--- config.mk ---
export PLATFORM = sky130hd
export DESIGN_NAME = pwrgd_strap_seq
export DESIGN_NICKNAME = d
export VERILOG_FILES = /design/src/rtl/pgs_pkg.sv /design/src/rtl/pgs_delay_cnt.sv /design/src/rtl/pgs_fsm.sv /design/src/rtl/pgs_strap_hold.sv /design/src/rtl/pwrgd_strap_seq.sv
export SDC_FILE = /design/constraint.sdc
export NUM_CORES = 1
export LEC_CHECK = 0
export BUFFER_PORTS_ARGS = -buffer_cell sky130_fd_sc_hd__buf_2
export CAP_MARGIN = 20
export CORE_MARGIN = 2
export CORE_UTILIZATION = 26
export CTS_CLUSTER_DIAMETER = 50
export DETAILED_ROUTE_END_ITERATION = 8
export HOLD_SLACK_MARGIN = 0.03
export PLACE_DENSITY_LB_ADDON = 0.1
export RECOVER_POWER = 50
export REMOVE_ABC_BUFFERS = 1
export SLEW_MARGIN = 0
export SYNTH_ARGS = -nofsm -noshare
export SYNTH_HDL_FRONTEND = slang
export SYNTH_HIERARCHICAL = 1
export SYNTH_SLANG_ARGS = --single-unit
--- constraint.sdc ---
create_clock -name clk -period 3.87 [get_ports clk]
set_clock_uncertainty 0.15 [all_clocks]
set_input_delay 0.387 -clock clk [delete_from_list [all_inputs] [get_ports clk]]
set_output_delay 0.387 -clock clk [all_outputs]
set_load 0.005 [all_outputs]
--- src/rtl/pgs_pkg.sv ---
package pgs_pkg;
   typedef enum logic [1:0] {
      PGS_OFF    = 2'd0,
      PGS_WAIT   = 2'd1,
      PGS_SAMPLE = 2'd2,
      PGS_RUN    = 2'd3
   } pgs_state_e;
endpackage

--- src/rtl/pgs_delay_cnt.sv ---
module pgs_delay_cnt #(
   parameter int LIMIT = 16,
   localparam int CW   = $clog2(LIMIT + 1)
) (
   input  logic clk,
   input  logic rst_n,
   input  logic run,
   output logic at_last,
   output logic reached
);
   localparam logic [CW-1:0] LIM_V  = CW'(LIMIT);
   localparam logic [CW-1:0] LAST_V = CW'(LIMIT - 1);

   logic [CW-1:0] cnt_q;

   // Counts while run is high, saturates at LIMIT, and clears when run drops.
   always_ff @(posedge clk or negedge rst_n) begin
      if (!rst_n)
         cnt_q <= '0;
      else if (!run)
         cnt_q <= '0;
      else if (cnt_q != LIM_V)
         cnt_q <= cnt_q + 1'b1;
   end

   assign at_last = run && (cnt_q == LAST_V);
   assign reached = run && (cnt_q == LIM_V);
endmodule

--- src/rtl/pgs_fsm.sv ---
module pgs_fsm
   import pgs_pkg::*;
(
   input  logic       clk,
   input  logic       rst_n,
   input  logic       pwrgd_n,
   input  logic       settle_last,
   output logic       settle_run,
   output logic       capture,
   output logic       running,
   output pgs_state_e state
);
   pgs_state_e state_q, state_d;

   // Settling counts only while waiting and power-good is low.
   assign settle_run = (state_q == PGS_WAIT) && !pwrgd_n;

   always_comb begin
      state_d = state_q;
      unique case (state_q)
         PGS_OFF:    state_d = PGS_WAIT;
         PGS_WAIT:   if (settle_run && settle_last) state_d = PGS_SAMPLE;
         PGS_SAMPLE: state_d = PGS_RUN;
         PGS_RUN:    state_d = PGS_RUN;   // one-shot: only reset leaves
         default:    state_d = PGS_OFF;
      endcase
   end

   always_ff @(posedge clk or negedge rst_n) begin
      if (!rst_n) state_q <= PGS_OFF;
      else        state_q <= state_d;
   end

   assign capture = (state_q == PGS_SAMPLE);
   assign running = (state_q == PGS_RUN);
   assign state   = state_q;
endmodule

--- src/rtl/pgs_strap_hold.sv ---
module pgs_strap_hold #(
   parameter int SEL_W = 3
) (
   input  logic             clk,
   input  logic             rst_n,
   input  logic             capture,
   input  logic [SEL_W-1:0] sel_in,
   input  logic             mult_in,
   output logic [SEL_W-1:0] sel_q,
   output logic             mult_q
);
   always_ff @(posedge clk or negedge rst_n) begin
      if (!rst_n) begin
         sel_q  <= '0;
         mult_q <= 1'b0;
      end else if (capture) begin
         sel_q  <= sel_in;
         mult_q <= mult_in;
      end
   end
endmodule

--- src/rtl/pwrgd_strap_seq.sv ---
module pwrgd_strap_seq
   import pgs_pkg::*;
#(
   parameter int SEL_W      = 3,
   parameter int SETTLE_CYC = 16,
   parameter int LOCK_CYC   = 6
) (
   input  logic             clk,
   input  logic             rst_n,
   input  logic             pwrgd_n,
   input  logic [SEL_W-1:0] strap_sel,
   input  logic             strap_mult,
   output logic [SEL_W-1:0] sel_held,
   output logic             mult_held,
   output logic             vco_en,
   output logic             out_en,
   output logic [1:0]       seq_state
);
   if (SEL_W < 1) begin : g_bad_sel
      $error("SEL_W must be at least 1");
   end
   if (SETTLE_CYC < 1) begin : g_bad_settle
      $error("SETTLE_CYC must be at least 1");
   end
   if (LOCK_CYC < 0) begin : g_bad_lock
      $error("LOCK_CYC must not be negative");
   end

   pgs_state_e state;
   logic       settle_run, settle_last, settle_full;
   logic       capture, running;

   pgs_fsm u_fsm (
      .clk         (clk),
      .rst_n       (rst_n),
      .pwrgd_n     (pwrgd_n),
      .settle_last (settle_last),
      .settle_run  (settle_run),
      .capture     (capture),
      .running     (running),
      .state       (state)
   );

   pgs_delay_cnt #(.LIMIT(SETTLE_CYC)) u_settle (
      .clk     (clk),
      .rst_n   (rst_n),
      .run     (settle_run),
      .at_last (settle_last),
      .reached (settle_full)
   );

   pgs_strap_hold #(.SEL_W(SEL_W)) u_hold (
      .clk     (clk),
      .rst_n   (rst_n),
      .capture (capture),
      .sel_in  (strap_sel),
      .mult_in (strap_mult),
      .sel_q   (sel_held),
      .mult_q  (mult_held)
   );

   assign vco_en    = running;
   assign seq_state = state;

   if (LOCK_CYC == 0) begin : g_no_lock
      assign out_en = running;
   end else begin : g_lock
      logic lock_last;
      pgs_delay_cnt #(.LIMIT(LOCK_CYC)) u_lock (
         .clk     (clk),
         .rst_n   (rst_n),
         .run     (running),
         .at_last (lock_last),
         .reached (out_en)
      );
   end
endmodule

# Word-level counts from Yosys, hierarchy flattened
# Cells that the tools add are included.
# Widths: inputs -> output; s select.
[totals] reg_bits=14 word_cells=30
[classes] n_addsub=2 eq_ne=10 mux=6 reduce_logical=7
[ops] cell="$mux 5" n=2
[ops] cell="$mux 3" n=2
[ops] cell="$pmux 2 s3" n=1
[ops] cell="$add 5x1->5 const B" n=1
[ops] cell="$eq 5x4->1 const B" n=1
[ops] cell="$ne 5x5->1 const B" n=1
[ops] cell="$eq 2x2->1 const B" n=2
[ops] cell="$logic_and 1x1->1" n=4
[ops] cell="$ne 2x2->1 const B" n=2
[ops] cell="$add 3x1->3 const B" n=1
[ops] cell="$eq 3x3->1 const B" n=1
[ops] cell="$ne 3x3->1 const B" n=1
[ops] cell="$eq 2x1->1 const B" n=1
[ops] cell="$logic_not 2->1" n=1
[ops] cell="$mux 2" n=1
[ops] cell="$ne 2x1->1 const B" n=1
[ops] cell="$reduce_or 2->1" n=1
[ops] cell="$logic_not 1->1" n=1

# Longest topological paths before layout
# Gate-level depths: netlist of the first run.
[depth] ltp_word=6 mapped_depth=5

# Cells and area by module
# The synthesis of the first run kept the hierarchy.
[by_module_without_submodules] mod="pgs_delay_cnt at u_settle" n_inst=1 cells_per_inst=31 area_per_inst_um2=314.1
[by_module_without_submodules] mod="pgs_delay_cnt at g_lock.u_lock" n_inst=1 cells_per_inst=19 area_per_inst_um2=187.7
[by_module_without_submodules] mod="pgs_strap_hold" n_inst=1 cells_per_inst=8 area_per_inst_um2=145.1
[by_module_without_submodules] mod="pgs_fsm" n_inst=1 cells_per_inst=8 area_per_inst_um2=92.6

# Worst setup path after synthesis of the first run
# Ideal clock, no wire load.
[synth_path] path_kind="reg-to-reg" from="reg u_settle.cnt_q[0]" to="reg u_fsm.state_q[1], in the netlist u_fsm/state[1]" arrival_ps=1302 t_required_ps=3600 slack_ps=2298 path_stages_with_launch=6 n_path_buf=0 period_less_slack_ps=1572 path_cell_list="dfrtp_1 ha_1 and3_2 ha_1 and2_1 a31o_1"
[synth_via] elab_chain_len=4
[synth_lines] item="from (decl)" line="pgs_delay_cnt.sv:14" source="logic [CW-1:0] cnt_q;"
[synth_lines] item="from (signal assigned)" line="pgs_delay_cnt.sv:23" source="cnt_q <= cnt_q + 1'b1;"
[synth_lines] item="$eq 5x4->1" line="pgs_delay_cnt.sv:26" source="assign at_last = run && (cnt_q == LAST_V);"
[synth_lines] item="$logic_and 1x1->1" line="pgs_delay_cnt.sv:26"
[synth_lines] item="via settle_last" line="pwrgd_strap_seq.sv:30" source="logic settle_run, settle_last, settle_full;"
[synth_lines] item="$logic_and 1x1->1" line="pgs_fsm.sv:22" source="PGS_WAIT: if (settle_run && settle_last) state_d = PGS_SAMPLE;"
[synth_lines] item="$ne 2x2->1 (no source line)"
[synth_lines] item="to (signal assigned)" line="pgs_fsm.sv:31" source="else state_q <= state_d;"
[synth_lines] item="to (decl)" line="pgs_fsm.sv:13" source="pgs_state_e state_q, state_d;"
# The timed path passes the listed nets, and every way through them passes these cells.
# A chain may end at the register's enable or synchronous reset.

# Worst setup path in the final report of the first run
[layout_path] from="reg g_lock.u_lock.cnt_q[0]" to="out out_en"
[layout_via] elab_chain_len=2
[layout_lines] item="from (decl)" line="pgs_delay_cnt.sv:14"
[layout_lines] item="from (signal assigned)" line="pgs_delay_cnt.sv:23"
[layout_lines] item="$eq 3x3->1" line="pgs_delay_cnt.sv:27" source="assign reached = run && (cnt_q == LIM_V);"
[layout_lines] item="$logic_and 1x1->1" line="pgs_delay_cnt.sv:27"
[layout_lines] item="to (decl)" line="pwrgd_strap_seq.sv:16" source="output logic out_en,"
# Every way passes these cells.

==> results by group, run 1 <==
Clock network
  – # Post-CTS Setup Buffers: 0
  – Clock buffer depth: 2
  – Clock root cell: sky130_fd_sc_hd__clkbuf_4
  – Number of gates given a new drive strength after cts: 0
  – CTS tree: yes
  – Quantity of hold-fixing buffers added after cts: 1
  – Number of CTS-inserted buffers: 3
  – Clock H-tree levels: 1
  – Clock Latency Late Sink: 0.28 ns
  – TritonCTS sink count: 14
  – Clock Pin Slew Worst Setup and Hold Paths: 0.09 ns

Place
  – Final estimated routing congestion in global placement: 0.625
  – Placement Cell Area: 811 sq um
  – Post-Place Setup Slack: 2.25 ns
  – Number of port buffers: 14
  – HPWL reported at the end of detailed placement: 912 um

Global route
  – All-Layer GR Usage: 9.26%
  – Antenna violations before repair: 0
  – First-pass GRT wire length: 2170 um
  – Grt ovf: 0
  – Maximum number of pins on one net before global-route repair: 15
  – Number of global-route vias before repair: 469

STA
  – Minimum clock period: 1.83 ns
  – Pins over their slew limit: 0
  – Share of the clock period used by the worst path after layout: 47.2%
  – Final count of negative-setup-slack endpoints: 0
  – Maximum clock frequency: 547 MHz
  – Worst Tran Pin Value: 0.793 ns
  – Setup repair after global routing missed its margin: no
  – Worst Setup Slack, final: 2.04 ns
  – Final count of hold timing violations: 0
  – Final-layout setup total negative slack: 0 ns
  – Max-slew headroom: 47.1%

Pwr
  – Pwr Density: 321 nW/um^2
  – Static leakage power: 0.447 nW
  – Worst voltage drop across the vdd grid: 0.176 mV

Finish
  – Fraction of the core area covered by cells at the end of the flow: 33.9%
  – ANT cells: 0
  – P&R area growth vs syn: 20.7%
  – Net count reported at finish: 93
  – Share of cells above drive strength 1: 31.3%
  – Number of fillers in the final layout: 268
  – Cell area after layout: 855 sq um
  – Area of combinational cells with multiple inputs: 327 sq um
  – Sequential cell area in the final layout: 350 sq um

Routing
  – First-pass iteration count of the detailed router: 3
  – Vias post-DR: 477
  – Count of unresolved DRC violations after routing: 0
  – Final WL: 1240 um
  – DR vias/cell: 4.34
  – Wire length per cell after detailed routing: 11.3 um
  – DRC marker count from the first detailed-route iteration: 4
  – Number of nets still failing antenna checks after routing: 0

Critical path
  – Slowest cell on the critical path: sky130_fd_sc_hd__dfrtp_1
  – Critical path class: flip-flop to output port
  – Worst path arrival time: 1.29 ns
  – Kind of end point of the critical path: output port
  – Critical Path Fanout Max: 6
  – Required time at the endpoint of the critical path: 3.33 ns
  – Cell family contributing the most delay on the critical path: flip-flops
  – Cell Chain, Critical Path: inv_1 > ha_1 > and3_2 > buf_2
  – Worst stage delay on the critical path: 0.40 ns
  – Total buffers and inverters traversed by the critical path: 2
  – Nature of the critical path startpoint: flip-flop

Outcome
  – Result of the run: finished, final reports clean

Die
  – Die height: 56.2 um
  – Initial standard-cell utilization of the core: 28.1%
  – Count of standard-cell rows: 18
  – Floorplan core area: 2520 sq um
  – Die Wd: 56.2 um
  – Die footprint: 3160 sq um
  – Boundary pin count: 15

Job
  – # Max-Cap Violations: 0

Hold path
  – Hold WC Path Type: input port to flip-flop

Synthesis
  – Number of synthesis warnings: 6
  – Post-synthesis cell count: 62
  – Post-Synthesis Mean Instance Area: 11.4 sq um
  – Cell Area, Synth: 708 sq um
registers in the layout, summed over array words and instances (netlist names):
register and count:
u_settle/cnt_q 5, g_lock.u_lock/cnt_q 3, u_hold/sel_q 3, u_fsm/state 2
u_hold/mult_q 1
where the power goes:
group | switching, W | leakage (nW) | total, W | internal [W]
Combinational | 0.00000878 | 0.238 | 0.0000158 | 0.00000703
Clock | 0.0000499 | 0.0210 | 0.000107 | 0.0000572
Sequential | 0.00000283 | 0.188 | 0.000151 | 0.000149
path summary, 6_finish.rpt:
check,depth (start not counted),startpoint,to,slack (ns)
min reg2reg,1,u_hold/sel_q[0],u_hold/sel_q[0],0.36
max reg2reg,5,u_settle/cnt_q[0],u_fsm/state[1],2.25
max,4,g_lock.u_lock/cnt_q[0],out_en,2.04
min,2,strap_sel[2],u_hold/sel_q[2],0.18
max in group asynchronous,2,rst_n,u_fsm/state[0],2.54
min in group asynchronous,2,rst_n,u_settle/cnt_q[4],0.54
stage by stage:
stage	std cells	hold WS [ns]	power, W
final	110	0.184	0.000274
after global routing	110	0.153	0.000295
after CTS	110	0.162	0.000285
after detailed placement	105	0.168	0.000170
after global placement	105	0.164	0.000170
after floorplan	61	-0.0586	0.000162
layout by cell type (no fill, tap or decap):
cell type / count
sky130_fd_sc_hd__nor3b_2: 1
sky130_fd_sc_hd__clkbuf_4: 3
sky130_fd_sc_hd__o21a_1: 3
sky130_fd_sc_hd__a31oi_1: 1
sky130_fd_sc_hd__o21ai_0: 1
sky130_fd_sc_hd__o31ai_2: 1
sky130_fd_sc_hd__mux2i_1: 3
sky130_fd_sc_hd__a21oi_1: 2
sky130_fd_sc_hd__inv_1: 7
sky130_fd_sc_hd__nand2b_1: 2
sky130_fd_sc_hd__and2_1: 1
sky130_fd_sc_hd__nand3b_1: 1
sky130_fd_sc_hd__nand2_1: 6
sky130_fd_sc_hd__dlygate4sd3_1: 1
sky130_fd_sc_hd__dfrtp_1: 14
sky130_fd_sc_hd__and2_0: 1
sky130_fd_sc_hd__and2b_1: 1
sky130_fd_sc_hd__and3_1: 2
sky130_fd_sc_hd__and4bb_4: 1
sky130_fd_sc_hd__a31o_1: 1
sky130_fd_sc_hd__mux2_2: 4
sky130_fd_sc_hd__nand3_1: 1
sky130_fd_sc_hd__ha_1: 5
sky130_fd_sc_hd__clkbuf_1: 2
sky130_fd_sc_hd__clkbuf_8: 1
sky130_fd_sc_hd__and3_2: 2
sky130_fd_sc_hd__buf_2: 12
per-layer routing:
| layer | vias to the layer above | wire, um | global-route usage [%] |
|---|---|---|---|
| met5 | - | 0 | 0 |
| met4 | 0 | 15 | 5.10 |
| met3 | 2 | 69 | 4.42 |
| met2 | 11 | 569 | 13.6 |
| met1 | 217 | 586 | 11.0 |
| li1 | 247 | - | - |
area by class of cell:
type | count | area share [%]
repair buffers | 15 | 9.08
multi-input cells | 40 | 38.2
well taps | 30 | 4.39
flip-flops and latches | 14 | 41.0
inverters | 7 | 3.07
clock buffers | 4 | 4.25
Note: power is estimated with default switching activity, not from simulation.
==> run 2, diff against run 1 <==
- clock period: 3.87 -> 1.7 ns (I/O delays scaled with it)
==> results by group, run 2 (synthesis gave the netlist of run 1 again) <==
Routing
  – Wire length per cell after detailed routing: 10.7 um (was 11.3 um)
  – DRC marker count from the first detailed-route iteration: 13 (was 4)
  – Number of nets still failing antenna checks after routing: 0 (unchanged)
  – Vias post-DR: 519 (was 477)
  – Count of unresolved DRC violations after routing: 0 (unchanged)
  – DR vias/cell: 4.44 (was 4.34)
  – Final WL: 1260 um (was 1240 um)
  – First-pass iteration count of the detailed router: 3 (unchanged)

Pwr
  – Static leakage power: 0.476 nW (was 0.447 nW)
  – Power Total: 0.000645 W (was 0.000274 W)
  – Worst voltage drop across the vdd grid: 0.414 mV (was 0.176 mV)
  – Pwr Density: 698 nW/um^2 (was 321 nW/um^2)

Hold path
  – Hold WC Path Type: input port to async pin (was input port to flip-flop)

Critical path
  – Worst stage delay on the critical path: 0.43 ns (was 0.40 ns)
  – Critical Path Fanout Max: 4 (was 6)
  – Required time at the endpoint of the critical path: 1.73 ns (was 3.33 ns)
  – Critical path class: flip-flop to flip-flop (was flip-flop to output port)
  – Cell Chain, Critical Path: ha_2 > and3_2 > ha_1 > and2_1 > a31o_1 (was inv_1 > ha_1 > and3_2 > buf_2)
  – Worst path arrival time: 1.64 ns (was 1.29 ns)
  – Kind of end point of the critical path: flip-flop (was output port)
  – Slowest cell on the critical path: sky130_fd_sc_hd__dfrtp_1 (unchanged)
  – Nature of the critical path startpoint: flip-flop (unchanged)

Global route
  – Number of global-route vias before repair: 504 (was 469)
  – Antenna violations before repair: 0 (unchanged)
  – Maximum number of pins on one net before global-route repair: 15 (unchanged)
  – All-Layer GR Usage: 9.15% (was 9.26%)
  – First-pass GRT wire length: 2240 um (was 2170 um)
  – Grt ovf: 0 (unchanged)

Finish
  – Area of combinational cells with multiple inputs: 332 sq um (was 327 sq um)
  – Most frequent cells in the layout: 14 x sky130_fd_sc_hd__dfrtp_1, 12 x sky130_fd_sc_hd__buf_2, 7 x sky130_fd_sc_hd__inv_1 (unchanged)
  – Max FFs per register: 5 (unchanged)
  – Sequential cell area in the final layout: 350 sq um (unchanged)
  – ANT cells: 0 (unchanged)
  – Net count reported at finish: 100 (was 93)
  – Cell area after layout: 925 sq um (was 855 sq um)
  – Top reg by flops: u_settle/cnt_q (unchanged)
  – Number of fillers in the final layout: 269 (was 268)
  – Most frequent standard cell in the layout excluding fill and tap cells: sky130_fd_sc_hd__dfrtp_1 (unchanged)
  – Share of cells above drive strength 1: 33.3% (was 31.3%)
  – P&R area growth vs syn: 30.6% (was 20.7%)
  – Largest registers ranked by flip-flop count: u_settle/cnt_q (5), g_lock.u_lock/cnt_q (3), u_hold/sel_q (3) (unchanged)

STA
  – Final count of negative-setup-slack endpoints: 0 (unchanged)
  – Minimum clock period: 1.61 ns
  – Worst Hold Slack: 0.312 ns (was 0.184 ns)
  – Final count of hold timing violations: 0 (unchanged)
  – Worst Tran Pin Value: 0.774 ns (was 0.793 ns)
  – Setup repair after global routing missed its margin: no (unchanged)
  – Pins over their slew limit: 0 (unchanged)
  – Final-layout setup total negative slack: 0 ns (unchanged)
  – Share of the clock period used by the worst path after layout: 94.6%
  – Maximum clock frequency: 622 MHz
  – Max-slew headroom: 48.4% (was 47.1%)

Die
  – Count of standard-cell rows: 18 (unchanged)
  – Floorplan core area: 2520 sq um (unchanged)
  – Initial standard-cell utilization of the core: 28.1% (unchanged)
  – Die footprint: 3160 sq um (unchanged)
  – Die Wd: 56.2 um (unchanged)
  – Boundary pin count: 15 (unchanged)
  – Die height: 56.2 um (unchanged)

Place
  – Placement Cell Area: 818 sq um (was 811 sq um)
  – Final estimated routing congestion in global placement: 0.666 (was 0.625)
  – HPWL reported at the end of detailed placement: 880 um (was 912 um)
  – Number of port buffers: 14 (unchanged)

Clock network
  – Clock Pin Slew Worst Setup and Hold Paths: 0.10 ns (was 0.09 ns)
  – Clock buffer depth: 2 (unchanged)
  – Clock H-tree levels: 1 (unchanged)
  – Number of CTS-inserted buffers: 3 (unchanged)
  – Clock Latency Late Sink: 0.28 ns (about the same)
  – Clock root cell: sky130_fd_sc_hd__clkbuf_4 (unchanged)
  – CTS tree: yes (unchanged)
  – TritonCTS sink count: 14 (unchanged)

Job
  – # Max-Cap Violations: 0 (unchanged)

Outcome
  – Result of the run: finished, final reports clean (unchanged)
[run 2: changes by cell type in the layout (fill, tap and decap cells not counted)]
| cell | delta |
|---|---|
| sky130_fd_sc_hd__and2_1 | +1 |
| sky130_fd_sc_hd__buf_4 | +2 |
| sky130_fd_sc_hd__dlygate4sd3_1 | +5 |
| sky130_fd_sc_hd__ha_1 | -2 |
| sky130_fd_sc_hd__and2_0 | -1 |
| sky130_fd_sc_hd__ha_2 | +2 |
[run 2: power by group]
part           switching [W]  internal (W)   total, W  leakage, nW
clock               0.000120      0.000130   0.000250       0.0210
sequential        0.00000673      0.000338   0.000345        0.188
combinational      0.0000221     0.0000272  0.0000493        0.267
total               0.000149      0.000496   0.000645        0.476
[run 2: path summary, 6_finish.rpt]
kind,startpoint,slack [ns],end,cells past startpoint
max,u_settle/cnt_q[0],0.09,u_fsm/state[1],5
min,rst_n,0.31,u_fsm/state[0],2
max reg2reg,u_settle/cnt_q[0],0.09,u_fsm/state[1],5
min reg2reg,u_hold/sel_q[0],0.36,u_hold/sel_q[0],1
max in group asynchronous,rst_n,0.61,u_hold/sel_q[0],2
min in group clk,u_hold/sel_q[0],0.36,u_hold/sel_q[0],1
[run 2: per-layer routing]
metal,up-vias,global-route usage (%),share of wire (%)
met1,244,11.7,49
met2,13,13.6,44
met4,0,3.06,0.96
li1,260,-,-
met3,2,4.19,6.1
met5,-,0,0
[run 2: timing repair]
| action | 4_1_cts | 5_1_grt |
|---|---|---|
| setup buffers | 0 | 1 |
| setup endpoints to repair | 0 | 2 |
| gates resized for setup | 0 | 2 |
| endpoints found under the hold margin | 19 | 0 |
| hold buffers | 6 | 0 |
[run 2: worst max-delay path: cells and delay by family (launching register included)]
kind                     cells  cell delay (ns)
AO/OA/AOI/OAI                1             0.21
adder cells (fa/ha/maj)      2             0.36
flip-flops                   1             0.43
AND/OR/NAND/NOR              2             0.35
[run 2: area by class of cell]
type	instances	share of cell area, %
timing repair buffer	22	15.4
clock buffer	4	3.92
tap	30	4.06
inverter	7	2.84
multi-input combinational	40	35.9
sequential	14	37.9
[run 2: through the flow]
stage               utilization [%]  setup slack (ns)  cells
global route                   36.7            0.0170    117
floorplan                         -             0.128     61
global placement               32.4            0.0954    106
CTS                            36.3            0.0395    116
detailed placement             32.4            0.0629    106
finish                         36.7            0.0919    117
